==> src/rtl/dsadc_pkg.sv <==
package dsadc_pkg;

  // Conversion phases, executed strictly in this order.
  typedef enum logic [2:0] {
    SEG_AZ1 = 3'd0,  // integrator shorted, offset capacitor charging
    SEG_OFS = 3'd1,  // comparator offset measured in clocks
    SEG_AZ2 = 3'd2,  // second auto-zero
    SEG_INT = 3'd3,  // fixed-length up-ramp on the unknown input
    SEG_DE5 = 3'd4,  // reference down-ramp replaying the offset
    SEG_DE6 = 3'd5   // reference down-ramp that yields the reading
  } seg_e;

  function automatic int max3(input int a, input int b, input int c);
    int m;
    m = (a > b) ? a : b;
    return (m > c) ? m : c;
  endfunction

endpackage

==> src/rtl/ds_offset_reg.sv <==
module ds_offset_reg #(
  parameter int OFS_W = 10
) (
  input  logic             clk,
  input  logic             rst,
  input  logic             cap_en,
  input  logic [OFS_W-1:0] cap_val,
  output logic [OFS_W-1:0] ofs_q
);

  always_ff @(posedge clk) begin
    if (rst)
      ofs_q <= '0;
    else if (cap_en)
      ofs_q <= cap_val;
  end

endmodule

==> src/rtl/ds_seg_fsm.sv <==
module ds_seg_fsm
  import dsadc_pkg::*;
#(
  parameter int AZ_CYC    = 4000,
  parameter int OFS_LIMIT = 800,
  parameter int RAMP_LEN  = 4000,
  parameter int CNT_W     = 12,
  parameter int OFS_W     = 10
) (
  input  logic             clk,
  input  logic             rst,
  input  logic             cmp_i,
  input  logic [OFS_W-1:0] ofs_q,
  output seg_e             seg_nxt,
  output logic [CNT_W-1:0] cnt_q,
  output logic             pol_q,
  output logic             pol_nxt,
  output logic             cap_en,
  output logic [OFS_W-1:0] cap_val,
  output logic             done,
  output logic             done_over
);

  localparam logic [CNT_W-1:0] AZ_END   = CNT_W'(AZ_CYC - 1);
  localparam logic [CNT_W-1:0] OFS_END  = CNT_W'(OFS_LIMIT - 1);
  localparam logic [CNT_W-1:0] RAMP_END = CNT_W'(RAMP_LEN - 1);

  seg_e             seg_q;
  logic [CNT_W-1:0] cnt_nxt;
  logic [CNT_W-1:0] ofs_ext;
  logic             seg_end;

  assign ofs_ext = CNT_W'(ofs_q);

  always_comb begin
    seg_nxt   = seg_q;
    seg_end   = 1'b0;
    pol_nxt   = pol_q;
    cap_en    = 1'b0;
    done      = 1'b0;
    done_over = 1'b0;
    // The counter never passes OFS_LIMIT-1 in the offset phase, so the
    // capture value is already saturated when the limit ends the phase.
    cap_val   = cnt_q[OFS_W-1:0];
    case (seg_q)
      SEG_AZ1: begin
        if (cnt_q == AZ_END) begin
          seg_nxt = SEG_OFS;
          seg_end = 1'b1;
        end
      end
      SEG_OFS: begin
        if (cmp_i || (cnt_q == OFS_END)) begin
          cap_en  = 1'b1;
          seg_nxt = SEG_AZ2;
          seg_end = 1'b1;
        end
      end
      SEG_AZ2: begin
        if (cnt_q == AZ_END) begin
          seg_nxt = SEG_INT;
          seg_end = 1'b1;
        end
      end
      SEG_INT: begin
        if (cnt_q == RAMP_END) begin
          // comparator low after the up-ramp means the configuration was wrong
          pol_nxt = pol_q ^ ~cmp_i;
          seg_nxt = (ofs_q == '0) ? SEG_DE6 : SEG_DE5;
          seg_end = 1'b1;
        end
      end
      SEG_DE5: begin
        if (cnt_q == (ofs_ext - CNT_W'(1))) begin
          seg_nxt = SEG_DE6;
          seg_end = 1'b1;
        end
      end
      SEG_DE6: begin
        if (cmp_i) begin
          done    = 1'b1;
          seg_nxt = SEG_AZ1;
          seg_end = 1'b1;
        end else if (cnt_q == RAMP_END) begin
          done      = 1'b1;
          done_over = 1'b1;
          seg_nxt   = SEG_AZ1;
          seg_end   = 1'b1;
        end
      end
      default: begin
        seg_nxt = SEG_AZ1;
        seg_end = 1'b1;
      end
    endcase
    cnt_nxt = seg_end ? '0 : (cnt_q + CNT_W'(1));
  end

  always_ff @(posedge clk) begin
    if (rst) begin
      seg_q <= SEG_AZ1;
      cnt_q <= '0;
      pol_q <= 1'b0;
    end else begin
      seg_q <= seg_nxt;
      cnt_q <= cnt_nxt;
      pol_q <= pol_nxt;
    end
  end

endmodule

==> src/rtl/ds_switch_drv.sv <==
module ds_switch_drv
  import dsadc_pkg::*;
(
  input  logic clk,
  input  logic rst,
  input  seg_e seg_nxt,
  input  logic pol_nxt,
  output logic az_short_o,
  output logic ofs_chg_o,
  output logic ofs_meas_o,
  output logic in_sel_o,
  output logic in_inv_o,
  output logic ref_sel_o,
  output logic ref_inv_o
);

  logic az_n, ofs_n, int_n, ref_n;

  always_comb begin
    az_n  = (seg_nxt == SEG_AZ1) || (seg_nxt == SEG_AZ2);
    ofs_n = (seg_nxt == SEG_OFS);
    int_n = (seg_nxt == SEG_INT);
    ref_n = (seg_nxt == SEG_DE5) || (seg_nxt == SEG_DE6);
  end

  // Decoded from the next phase so every switch changes on the phase edge.
  always_ff @(posedge clk) begin
    if (rst) begin
      az_short_o <= 1'b1;
      ofs_chg_o  <= 1'b1;
      ofs_meas_o <= 1'b0;
      in_sel_o   <= 1'b0;
      in_inv_o   <= 1'b0;
      ref_sel_o  <= 1'b0;
      ref_inv_o  <= 1'b0;
    end else begin
      az_short_o <= az_n;
      ofs_chg_o  <= az_n;
      ofs_meas_o <= ofs_n;
      in_sel_o   <= int_n;
      in_inv_o   <= int_n & pol_nxt;
      ref_sel_o  <= ref_n;
      ref_inv_o  <= ref_n & pol_nxt;
    end
  end

endmodule

==> src/rtl/ds_result_latch.sv <==
module ds_result_latch #(
  parameter int CNT_W      = 12,
  parameter int RD_W       = 11,
  parameter int FULL_SCALE = 1999,
  parameter int RES_SHIFT  = 1
) (
  input  logic             clk,
  input  logic             rst,
  input  logic             done,
  input  logic             done_over,
  input  logic [CNT_W-1:0] cnt_q,
  input  logic             pol_q,
  output logic [RD_W-1:0]  reading_o,
  output logic             neg_o,
  output logic             over_o,
  output logic             eoc_o
);

  localparam logic [CNT_W-1:0] FULL_C = CNT_W'(FULL_SCALE);

  logic [CNT_W-1:0] scaled;
  logic [RD_W-1:0]  rd_val;

  always_comb begin
    scaled = cnt_q >> RES_SHIFT;
    if (done_over || (scaled > FULL_C))
      rd_val = RD_W'(FULL_SCALE);
    else
      rd_val = scaled[RD_W-1:0];
  end

  always_ff @(posedge clk) begin
    if (rst) begin
      reading_o <= '0;
      neg_o     <= 1'b0;
      over_o    <= 1'b0;
      eoc_o     <= 1'b0;
    end else begin
      eoc_o <= done;
      if (done) begin
        reading_o <= rd_val;
        neg_o     <= pol_q;
        over_o    <= done_over;
      end
    end
  end

endmodule

==> src/rtl/dual_slope_seq.sv <==
module dual_slope_seq
  import dsadc_pkg::*;
#(
  parameter int AZ_CYC     = 4000,
  parameter int OFS_LIMIT  = 800,
  parameter int FULL_SCALE = 1999,
  parameter int RES_SHIFT  = 1,
  localparam int RAMP_LEN  = (FULL_SCALE + 1) << RES_SHIFT,
  localparam int CNT_W     = $clog2(max3(AZ_CYC, OFS_LIMIT, RAMP_LEN) + 1),
  localparam int OFS_W     = $clog2(OFS_LIMIT),
  localparam int RD_W      = $clog2(FULL_SCALE + 1)
) (
  input  logic            clk,
  input  logic            rst,
  input  logic            cmp_i,
  output logic            az_short_o,
  output logic            ofs_chg_o,
  output logic            ofs_meas_o,
  output logic            in_sel_o,
  output logic            in_inv_o,
  output logic            ref_sel_o,
  output logic            ref_inv_o,
  output logic [RD_W-1:0] reading_o,
  output logic            neg_o,
  output logic            over_o,
  output logic            eoc_o
);

  seg_e             seg_nxt;
  logic [CNT_W-1:0] cnt_q;
  logic             pol_q, pol_nxt;
  logic             cap_en;
  logic [OFS_W-1:0] cap_val;
  logic [OFS_W-1:0] ofs_q;
  logic             done, done_over;

  ds_seg_fsm #(
    .AZ_CYC   (AZ_CYC),
    .OFS_LIMIT(OFS_LIMIT),
    .RAMP_LEN (RAMP_LEN),
    .CNT_W    (CNT_W),
    .OFS_W    (OFS_W)
  ) u_fsm (
    .clk      (clk),
    .rst      (rst),
    .cmp_i    (cmp_i),
    .ofs_q    (ofs_q),
    .seg_nxt  (seg_nxt),
    .cnt_q    (cnt_q),
    .pol_q    (pol_q),
    .pol_nxt  (pol_nxt),
    .cap_en   (cap_en),
    .cap_val  (cap_val),
    .done     (done),
    .done_over(done_over)
  );

  ds_offset_reg #(
    .OFS_W(OFS_W)
  ) u_ofs (
    .clk    (clk),
    .rst    (rst),
    .cap_en (cap_en),
    .cap_val(cap_val),
    .ofs_q  (ofs_q)
  );

  ds_switch_drv u_sw (
    .clk       (clk),
    .rst       (rst),
    .seg_nxt   (seg_nxt),
    .pol_nxt   (pol_nxt),
    .az_short_o(az_short_o),
    .ofs_chg_o (ofs_chg_o),
    .ofs_meas_o(ofs_meas_o),
    .in_sel_o  (in_sel_o),
    .in_inv_o  (in_inv_o),
    .ref_sel_o (ref_sel_o),
    .ref_inv_o (ref_inv_o)
  );

  ds_result_latch #(
    .CNT_W     (CNT_W),
    .RD_W      (RD_W),
    .FULL_SCALE(FULL_SCALE),
    .RES_SHIFT (RES_SHIFT)
  ) u_res (
    .clk      (clk),
    .rst      (rst),
    .done     (done),
    .done_over(done_over),
    .cnt_q    (cnt_q),
    .pol_q    (pol_q),
    .reading_o(reading_o),
    .neg_o    (neg_o),
    .over_o   (over_o),
    .eoc_o    (eoc_o)
  );

endmodule

==> config.mk <==
export PLATFORM = sky130hd
export DESIGN_NAME = dual_slope_seq
export DESIGN_NICKNAME = d
export VERILOG_FILES = /design/src/rtl/dsadc_pkg.sv /design/src/rtl/ds_offset_reg.sv /design/src/rtl/ds_seg_fsm.sv /design/src/rtl/ds_switch_drv.sv /design/src/rtl/ds_result_latch.sv /design/src/rtl/dual_slope_seq.sv
export SDC_FILE = /design/constraint.sdc
export NUM_CORES = 1
export LEC_CHECK = 0
export BUFFER_PORTS_ARGS = -buffer_cell sky130_fd_sc_hd__buf_4
export CAP_MARGIN = 10
export CORE_ASPECT_RATIO = 1.1
export CORE_MARGIN = 3
export CORE_UTILIZATION = 58
export CTS_CLUSTER_SIZE = 12
export DETAILED_ROUTE_END_ITERATION = 8
export GPL_TIMING_DRIVEN = 1
export PLACE_DENSITY_LB_ADDON = 0.3
export REMOVE_ABC_BUFFERS = 1
export SYNTH_ARGS = -nofsm -noshare
export SYNTH_HDL_FRONTEND = slang
export SYNTH_SLANG_ARGS = --single-unit
==> constraint.sdc <==
create_clock -name clk -period 2.8 [get_ports clk]
set_input_delay 0.42 -clock clk [delete_from_list [all_inputs] [get_ports clk]]
set_output_delay 0.42 -clock clk [all_outputs]
set_load 0.02 [all_outputs]
Yosys cells after proc, flatten, opt, wreduce, memory -nomap -nowiden:

Index checks and enable logic that the tools add are counted.
W data, S select, Z words.

* add/subtract/negate cells: 2
* order comparisons: 1
* equal/unequal tests: 13
* muxes and demuxes: 21
* bitwise gates (word level): 4
* reduce and logical (&&, ||, !) cells: 9

Operators with widths (count)
* $mux W3: 7
* $pmux W3 S6: 1
* $add A12 B1 Y12 const B: 1
* $eq A12 B10 Y1 const B: 1
* $eq A12 B12 Y1: 1
* $eq A12 B12 Y1 const B: 1
* $eq A3 B2 Y1 const B: 4
* $eq A3 B3 Y1 const B: 4
* $gt A11 B11 Y1 const B: 1
* $mux W1: 11
* $mux W11: 1
* $sub A10 B1 Y11 const B: 1
* $logic_not A10 Y1: 1
* $eq A3 B1 Y1 const B: 2
* $logic_not A3 Y1: 2
* $logic_or A1 B1 Y1: 4
* $pmux W1 S4: 1
* $reduce_or A3 Y1: 1
* $and A1 B1 Y1: 2
* $reduce_or A2 Y1: 1
* $not A1 Y1: 1
* $xor A1 B1 Y1: 1

* register bits: 46
* input bits: 3
* output and inout port bits: 21
* word-level logic and storage cells: 64

Longest topological paths before layout:

Gate-level depths: netlist of run 1.

* word-level depth: 7
* mapped depth: 9
* mapped depth without buffers: 8

Modules after synthesis:

Synthesis of run 1 repeated with hierarchy kept, for this count alone.

* cell total of the unflattened synthesis: 264
* area, all modules: 2327.2 µm²

Modules (own cells, without submodules)
* ds_seg_fsm: times used 1, cells each 165, area an instance 1288.7 µm², sequential area each 320.3 µm²
* ds_result_latch: times used 1, cells each 54, area an instance 508.0 µm², sequential area each 280.3 µm²
* ds_offset_reg: times used 1, cells each 32, area an instance 352.8 µm², sequential area each 200.2 µm²
* ds_switch_drv: times used 1, cells each 13, area an instance 177.7 µm², sequential area each 120.1 µm²

Worst setup path before layout of run 1:

No wires, ideal clock.

* kind: flip-flop to flip-flop
* start point: reg u_ofs.ofs_q[0]
* end point: reg u_sw.az_short_o
* arrival: 2.122 ns
* path slack: 0.561 ns
* stages on the path, launching flop included: 9
* clock period less this slack: 2.239 ns
* path through: dfxtp_1 > inv_1 > ha_1 > or3b_1 > nor2_1 > a22oi_1 > or4_4 > o21a_4 > o22a_1

* longest elaborated chain between the ends: 6
* elaborated cells between the ends (all ways): 10

Ends and longest elaborated chain
* start: declaration: RTL line ds_offset_reg.sv:8 `output logic [OFS_W-1:0] ofs_q`
* start signal: assignment: RTL line ds_offset_reg.sv:15 `ofs_q <= cap_val;`
* $sub A10 B1 Y11 or $logic_not A10 Y1 (tied branches): RTL line ds_seg_fsm.sv:74, ds_seg_fsm.sv:69
* $eq A12 B12 Y1 or $mux W1 (tied branches): RTL line ds_seg_fsm.sv:74, ds_seg_fsm.sv:69
* $mux W3 (on tied branches): RTL line ds_seg_fsm.sv:74, ds_seg_fsm.sv:66
* $pmux W3 S6 *: RTL line ds_seg_fsm.sv:45 `case (seg_q)`
* $eq A3 B2 Y1 or $logic_not A3 Y1 (tied branches): RTL line ds_switch_drv.sv:20 `az_n = (seg_nxt == SEG_AZ1) || (seg_nxt == SEG_AZ2);`
* $logic_or A1 B1 Y1 *: RTL line ds_switch_drv.sv:20
* end signal: assignment: RTL line ds_switch_drv.sv:37 `az_short_o <= az_n;`
* end: declaration: RTL line ds_switch_drv.sv:8 `output logic az_short_o,`

Every way passes the cells marked *; elsewhere a longest branch is shown, timed or not.
A chain may end at the register's enable or synchronous reset.

Worst setup path in the final report of run 1:

* start point: reg u_ofs.ofs_q[0]
* end point: reg u_fsm.cnt_q[4]

* longest elaborated chain between the ends: 5

Ends and longest elaborated chain
* $sub A10 B1 Y11: RTL line ds_seg_fsm.sv:74 `if (cnt_q == (ofs_ext - CNT_W'(1))) begin`
* $eq A12 B12 Y1: RTL line ds_seg_fsm.sv:74
* $mux W1: RTL line ds_seg_fsm.sv:74
* $pmux W1 S4: RTL line ds_seg_fsm.sv:45
* $reduce_or A2 Y1 (no source line)
* end signal: assignment: RTL line ds_seg_fsm.sv:106 `cnt_q <= cnt_nxt;`
* end: declaration: RTL line ds_seg_fsm.sv:15 `output logic [CNT_W-1:0] cnt_q,`

Every way passes these cells.

==> results of run 1 <==
-- placed cells by master (no fill, tap or decap), types with 2 or more instances in the layout --
master	n
o22a_1	2
nor3_2	3
a22oi_1	4
nor4b_1	3
dfxtp_1	46
and4_1	2
nand2_1	22
ha_1	2
xor2_1	9
o211a_1	2
nand4b_1	2
clkbuf_4	5
xnor2_1	13
nor2_1	49
buf_4	28
nand4_1	3
mux2i_1	9
a41oi_1	2
nand3_1	8
o21ai_0	3
and3_1	2
a21oi_1	13
inv_1	9
nor3_1	11
-- stage by stage --
stage / instances / power [W] / hold WS [ns]
6_report: 330 / 0.00103 / 0.261
4_1_cts: 330 / 0.00103 / 0.262
2_1_floorplan: 246 / 0.000694 / 0.438
3_5_place_dp: 322 / 0.000709 / 0.449
3_3_place_gp: 322 / 0.000708 / 0.444
5_1_grt: 330 / 0.00107 / 0.257
-- cells by family after synthesis --
family | Yosys count | synth area share [%]
and+or+nand+nor | 117 | 26.0
DFF | 46 | 41.5
AOI/OAI and AO/OA | 40 | 13.0
buffers and inverters | 25 | 5.13
xor gates and xnor gates | 22 | 8.68
muxes | 10 | 4.56
adders and majority gates | 2 | 1.13
-- area by class of cell --
cell class / instances / area (sq um)
inverter: 9 / 33.8
clock inverter: 2 / 12.5
multi-input combinational: 191 / 1190
fill: 294 / 1020
timing repair buffer: 28 / 210
clock buffer: 6 / 51.3
tap: 48 / 60.1
sequential: 46 / 921
-- registers in the layout (all words and copies together) (netlist names) --
| signal | flops |
|---|---|
| u_sw.ref_sel_o | 1 |
| u_ofs.ofs_q | 10 |
| u_sw.ref_inv_o | 1 |
| u_fsm.seg_q | 3 |
| u_sw.in_sel_o | 1 |
| u_sw.az_short_o | 1 |
| u_res.eoc_o | 1 |
| u_res.reading_o | 11 |
| u_fsm.cnt_q | 12 |
| u_sw.ofs_meas_o | 1 |
| u_res.neg_o | 1 |
| u_res.over_o | 1 |
| u_sw.in_inv_o | 1 |
| u_fsm.pol_q | 1 |
-- worst max-delay path, cell delays in order, from the launching register on --
cell and delay [ns]:
dfxtp_1 0.37, inv_1 0.09, ha_1 0.29, or3b_1 0.40, nor2_1 0.11, a22oi_1 0.08
or4_4 0.57, o211ai_2 0.47, nor2_1 0.10
-- power breakdown --
group	internal [W]	switching (W)
combinational	0.00000993	0.0000175
clock	0.000121	0.000219
sequential	0.000658	0.00000846
total	0.000789	0.000245
-- worst paths after layout --
path                                    startpoint                  to  slack, ns
worst max-delay path                u_ofs.ofs_q[0]      u_fsm.cnt_q[4]       0.20
worst min-delay path                         cmp_i        u_res.over_o       0.26
worst max register to register      u_ofs.ofs_q[0]      u_fsm.cnt_q[4]       0.20
worst min register to register  u_res.reading_o[7]  u_res.reading_o[7]       0.46
-- layer usage --
metal	track usage [%]	wire [um]
met1	30.1	2170
met2	33.9	2170
met3	5.24	263
met4	7.98	76
met5	0	0
==> flow_metrics.py, run 1 <==
metrics = {
    "setup_path": {
        "critPathMaxFanout": 12,
        "path_class": "reg -> reg",
        "critPathCaptureType": "flop",
        "crit_required_ns": 3.05,
        "arrival_ns": 2.85,
        "worstSetupStartpointType": "flop",
        "r2r_cells": 8,
    },
    "synth": {
        "synth_common_cells": "nor2_1, dfxtp_1, nand2_1",
        "synth_top_area_cell": "dfxtp_1",
        "yosysMostFrequentCell": "nor2_1",
        "yosysSeqAreaShare_pct": 41.5,
        "ys_async_sr_fraction_pct": 0,
        "synth_ff_type": "dfxtp_1",
        "synthTopCellsByArea": "dfxtp_1, nor2_1, xnor2_1",
        "syn_area_per_cell_sq_um": 8.48,
        "synth_cells": 262,
        "yosys_warnings": 0,
        "synth_cell_types": 53,
        "netlist.area_leader.share_pct": 41.5,
        "synth-edff-count": 0,
        "syn_area_sq_mm": 0.00222,
        "ys_seq_elements": 46,
    },
    "grt": {
        "grt_use_total_pct": 22.0,
        "grt_first_pass_wirelength_um": 7910,
        "grt_overflow": 0,
        "grt_pass1_vias": 1701,
        "antenna_found_initial": 0,
        "grt_max_degree": 31,
    },
    "hold_path": {
        "min_path_cells": 2,
        "hold_class": "in -> reg",
    },
    "final_layout": {
        "drive_gt1_share_pct": 16.3,
        "area_growth_syn_to_layout_pct": 11.4,
        "design_area_sq_mm": 0.00247,
        "fin_nets": 286,
        "diodes": 0,
        "postLayoutCoreUtil_pct": 70.8,
    },
    "clock_network": {
        "cts.reportedPaths.clkPinSlew_ns": 0.14,
        "cts_sinks": 46,
        "cts.path.max_buffers": 2,
        "htreeDepth": 2,
        "cts-root-buf": "clkbuf_4",
        "cts_hold_buf": 0,
        "worstSkewPairLatency_ns": 0.37,
        "cts_tree": "done",
        "postCtsSetupRepairBufs": 0,
        "numCtsBuffers": 5,
        "ctsResizeCount": 0,
    },
    "die": {
        "initial_core_util_pct": 63.5,
        "dieArea_sq_mm": 0.00461,
        "rows": 22,
        "core-area_sq_mm": 0.00350,
        "die-height_um": 70.9,
        "io_pins": 24,
        "die_w_um": 65,
    },
    "sta": {
        "fmax_ghz": 0.385,
        "tns_ns": 0,
        "slew_viol_final": 0,
        "setup_viol": 0,
        "min_period_ns": 2.60,
        "fin_skew_ns": 0.00982,
        "timing.final.crit_share_pct": 92.8,
        "rsz0062_at_grt": "false",
        "slew_headroom_pct": 59.6,
        "hold_violations": 0,
        "worst_slack_ns": 0.201,
        "worst_pin_slew_ns": 0.602,
    },
    "route": {
        "drtAntennaViolNets": 0,
        "drt_iter0_drc": 109,
        "drc": 0,
        "wire_per_inst_um": 14.2,
        "drt-total-wl_um": 4680,
        "vias_per_cell": 5.70,
        "first_pass_iters": 4,
        "route.vias.total": 1881,
    },
    "pwr": {
        "p_per_area_mw_per_mm2": 418,
        "peakVddDrop_uv": 373,
        "p_leak_nw": 0.947,
    },
    "placed_design": {
        "placed_cell_area_sq_mm": 0.00241,
        "dp_hpwl_um": 3370,
        "portBuffers": 23,
        "place_congestion": 0.837,
        "place_ws_ns": 0.235,
    },
    "run": {
        "drv_cap": 0,
    },
    "run_status": {
        "outcome": "finished clean",
    },
}
Note: power is estimated with default switching activity, not from simulation.
==> inputs of run 2 (changes only) <==
--- a/config.mk
+++ b/config.mk
@@ -8,11 +8,12 @@
 export BUFFER_PORTS_ARGS = -buffer_cell sky130_fd_sc_hd__buf_4
 export CAP_MARGIN = 10
 export CORE_ASPECT_RATIO = 1.1
-export CORE_MARGIN = 3
+export CORE_MARGIN = 5
 export CORE_UTILIZATION = 58
 export CTS_CLUSTER_SIZE = 12
 export DETAILED_ROUTE_END_ITERATION = 8
 export GPL_TIMING_DRIVEN = 1
+export HOLD_SLACK_MARGIN = 0.08
 export PLACE_DENSITY_LB_ADDON = 0.3
 export REMOVE_ABC_BUFFERS = 1
 export SYNTH_ARGS = -nofsm -noshare
==> flow_metrics.py, run 2 (synthesis gave the netlist of run 1 again) <==
metrics = {
    "grt": {
        "grt_overflow": 0,
        "grt_pass1_vias": 1852,
        "grt_first_pass_wirelength_um": 8320,
        "grt_use_total_pct": 19.9,
        "antenna_found_initial": 0,
        "grt_max_degree": 31,
    },
    "pwr": {
        "internal-power_w": 0.000937,
        "p_per_area_mw_per_mm2": 467,
        "pwr-share-seq_pct": 55.7,
        "clkPwrFrac_pct": 41.3,
        "p_leak_nw": 0.971,
        "netSwitchingPower_w": 0.000252,
        "power.total_w": 0.00119,
        "netSwitchingFraction_pct": 21.2,
        "combPwrFrac_pct": 3.0,
        "peakVddDrop_uv": 323,
    },
    "sta": {
        "rsz0062_at_grt": "false",
        "fin_skew_ns": 0.00918,
        "worst_pin_slew_ns": 0.689,
        "timing.final.crit_share_pct": 92.4,
        "slew_viol_final": 0,
        "hold_violations": 0,
        "setup_viol": 0,
        "tns_ns": 0,
        "worst_slack_ns": 0.213,
        "slew_headroom_pct": 53.9,
        "fmax_ghz": 0.387,
        "min_period_ns": 2.59,
    },
    "final_layout": {
        "drive_gt1_share_pct": 16.3,
        "top_register": "u_fsm.cnt_q",
        "fin_nets": 287,
        "postLayoutCoreUtil_pct": 69.1,
        "design_area_sq_mm": 0.00254,
        "fillers": 310,
        "layout_commonest_cell": "nor2_1",
        "layout_common_cells": "nor2_1, dfxtp_1, buf_4, nand2_1",
        "largest_register_ffs": 12,
        "area_growth_syn_to_layout_pct": 14.5,
        "largestRegisters": "u_fsm.cnt_q: 12 flops, u_res.reading_o: 11 flops, u_ofs.ofs_q: 10 flops",
        "diodes": 0,
    },
    "route": {
        "drt_iter0_drc": 197,
        "route.vias.total": 1926,
        "drtAntennaViolNets": 0,
        "vias_per_cell": 5.78,
        "first_pass_iters": 4,
        "drc": 0,
        "drt-total-wl_um": 4870,
        "wire_per_inst_um": 14.6,
    },
    "setup_path": {
        "worstSetupStartpointType": "flop",
        "crit_top_cell": "nor2_1",
        "critPathBufInv": 1,
        "critPathCaptureType": "flop",
        "cp_top_family": "simple AND/OR/NAND/NOR gates",
        "r2r-end": "u_fsm.cnt_q[8]",
        "crit_slowest_cell": "or4_4",
        "regToRegSetupSlack_ns": 0.21,
        "crit_chain": "inv_1 -> ha_1 -> or3b_1 -> nor2_1 -> a22oi_1 -> or4_4 -> o211ai_2 -> nor2_1",
        "reg2reg_from": "u_ofs.ofs_q[0]",
        "path_class": "reg -> reg",
        "r2r_cells": 8,
        "critical_path.max_stage_delay_ns": 0.57,
        "critPathMaxFanout": 12,
        "arrival_ns": 2.75,
        "crit_required_ns": 2.97,
    },
    "placed_design": {
        "placed_cell_area_sq_mm": 0.00243,
        "place_congestion": 0.855,
        "dp_hpwl_um": 3450,
        "portBuffers": 23,
        "place_ws_ns": 0.261,
    },
    "clock_network": {
        "cts_sinks": 46,
        "cts.path.max_buffers": 2,
        "cts_hold_buf": 0,
        "postCtsSetupRepairBufs": 0,
        "cts_tree": "done",
        "cts.reportedPaths.clkPinSlew_ns": 0.09,
        "cts-root-buf": "clkbuf_8",
        "htreeDepth": 2,
        "ctsResizeCount": 0,
        "worstSkewPairLatency_ns": 0.30,
        "numCtsBuffers": 5,
    },
    "die": {
        "initial_core_util_pct": 60.3,
        "rows": 23,
        "die_w_um": 69,
        "io_pins": 24,
        "dieArea_sq_mm": 0.00517,
        "core-area_sq_mm": 0.00368,
        "die-height_um": 74.9,
    },
    "hold_path": {
        "holdPathEnd": "u_res.over_o",
        "min_from": "cmp_i",
        "hold_class": "in -> reg",
        "min_path_cells": 2,
    },
    "run": {
        "drv_cap": 0,
    },
    "run_status": {
        "outcome": "finished clean",
    },
}
-- run 2: through the flow --
step                instances  hold slack, ns
floorplan                 246           0.438
global placement          325           0.444
detailed placement        325           0.450
CTS                       333           0.342
global route              333           0.338
finish                    333           0.350
-- run 2: layout make-up --
cell class	instances	area (sq um)	share of cell area [%]
Multi-Input combinational cell	191	1190	46.6
Sequential cell	46	921	36.2
Timing Repair Buffer	29	230	9.05
Clock buffer	6	72.6	2.85
Tap cell	50	62.6	2.46
Clock inverter	2	37.5	1.48
Inverter	9	33.8	1.33
-- run 2: routing by layer --
layer  vias up  GRT usage, %  share of wire (%)
met5         -             0                  0
met4         0          5.86                1.6
met3         8          5.34                3.8
met2        38          36.1                 50
met1       940          23.4                 44
li1        940             -                  -
-- run 2: worst max-delay path by stage --
stage	startpoint	cells after the start	endpoint
after CTS	u_ofs.ofs_q[0]	8	u_fsm.cnt_q[8]
after floorplan	u_fsm.cnt_q[1]	7	u_fsm.cnt_q[10]
after global routing	u_ofs.ofs_q[0]	8	u_fsm.cnt_q[5]
after global placement	u_ofs.ofs_q[0]	8	u_fsm.cnt_q[11]
after detailed placement	u_ofs.ofs_q[0]	8	u_fsm.cnt_q[11]
final	u_ofs.ofs_q[0]	8	u_fsm.cnt_q[8]
-- run 2: power by group through the flow --
stage	sequential, W	clock (W)	combinational (W)
after floorplan	0.000679	0	0.0000151
after global placement	0.000678	0	0.0000348
after detailed placement	0.000678	0	0.0000352
after CTS	0.000662	0.000497	0.0000355
after global routing	0.000663	0.000528	0.0000397
final	0.000662	0.000491	0.0000354
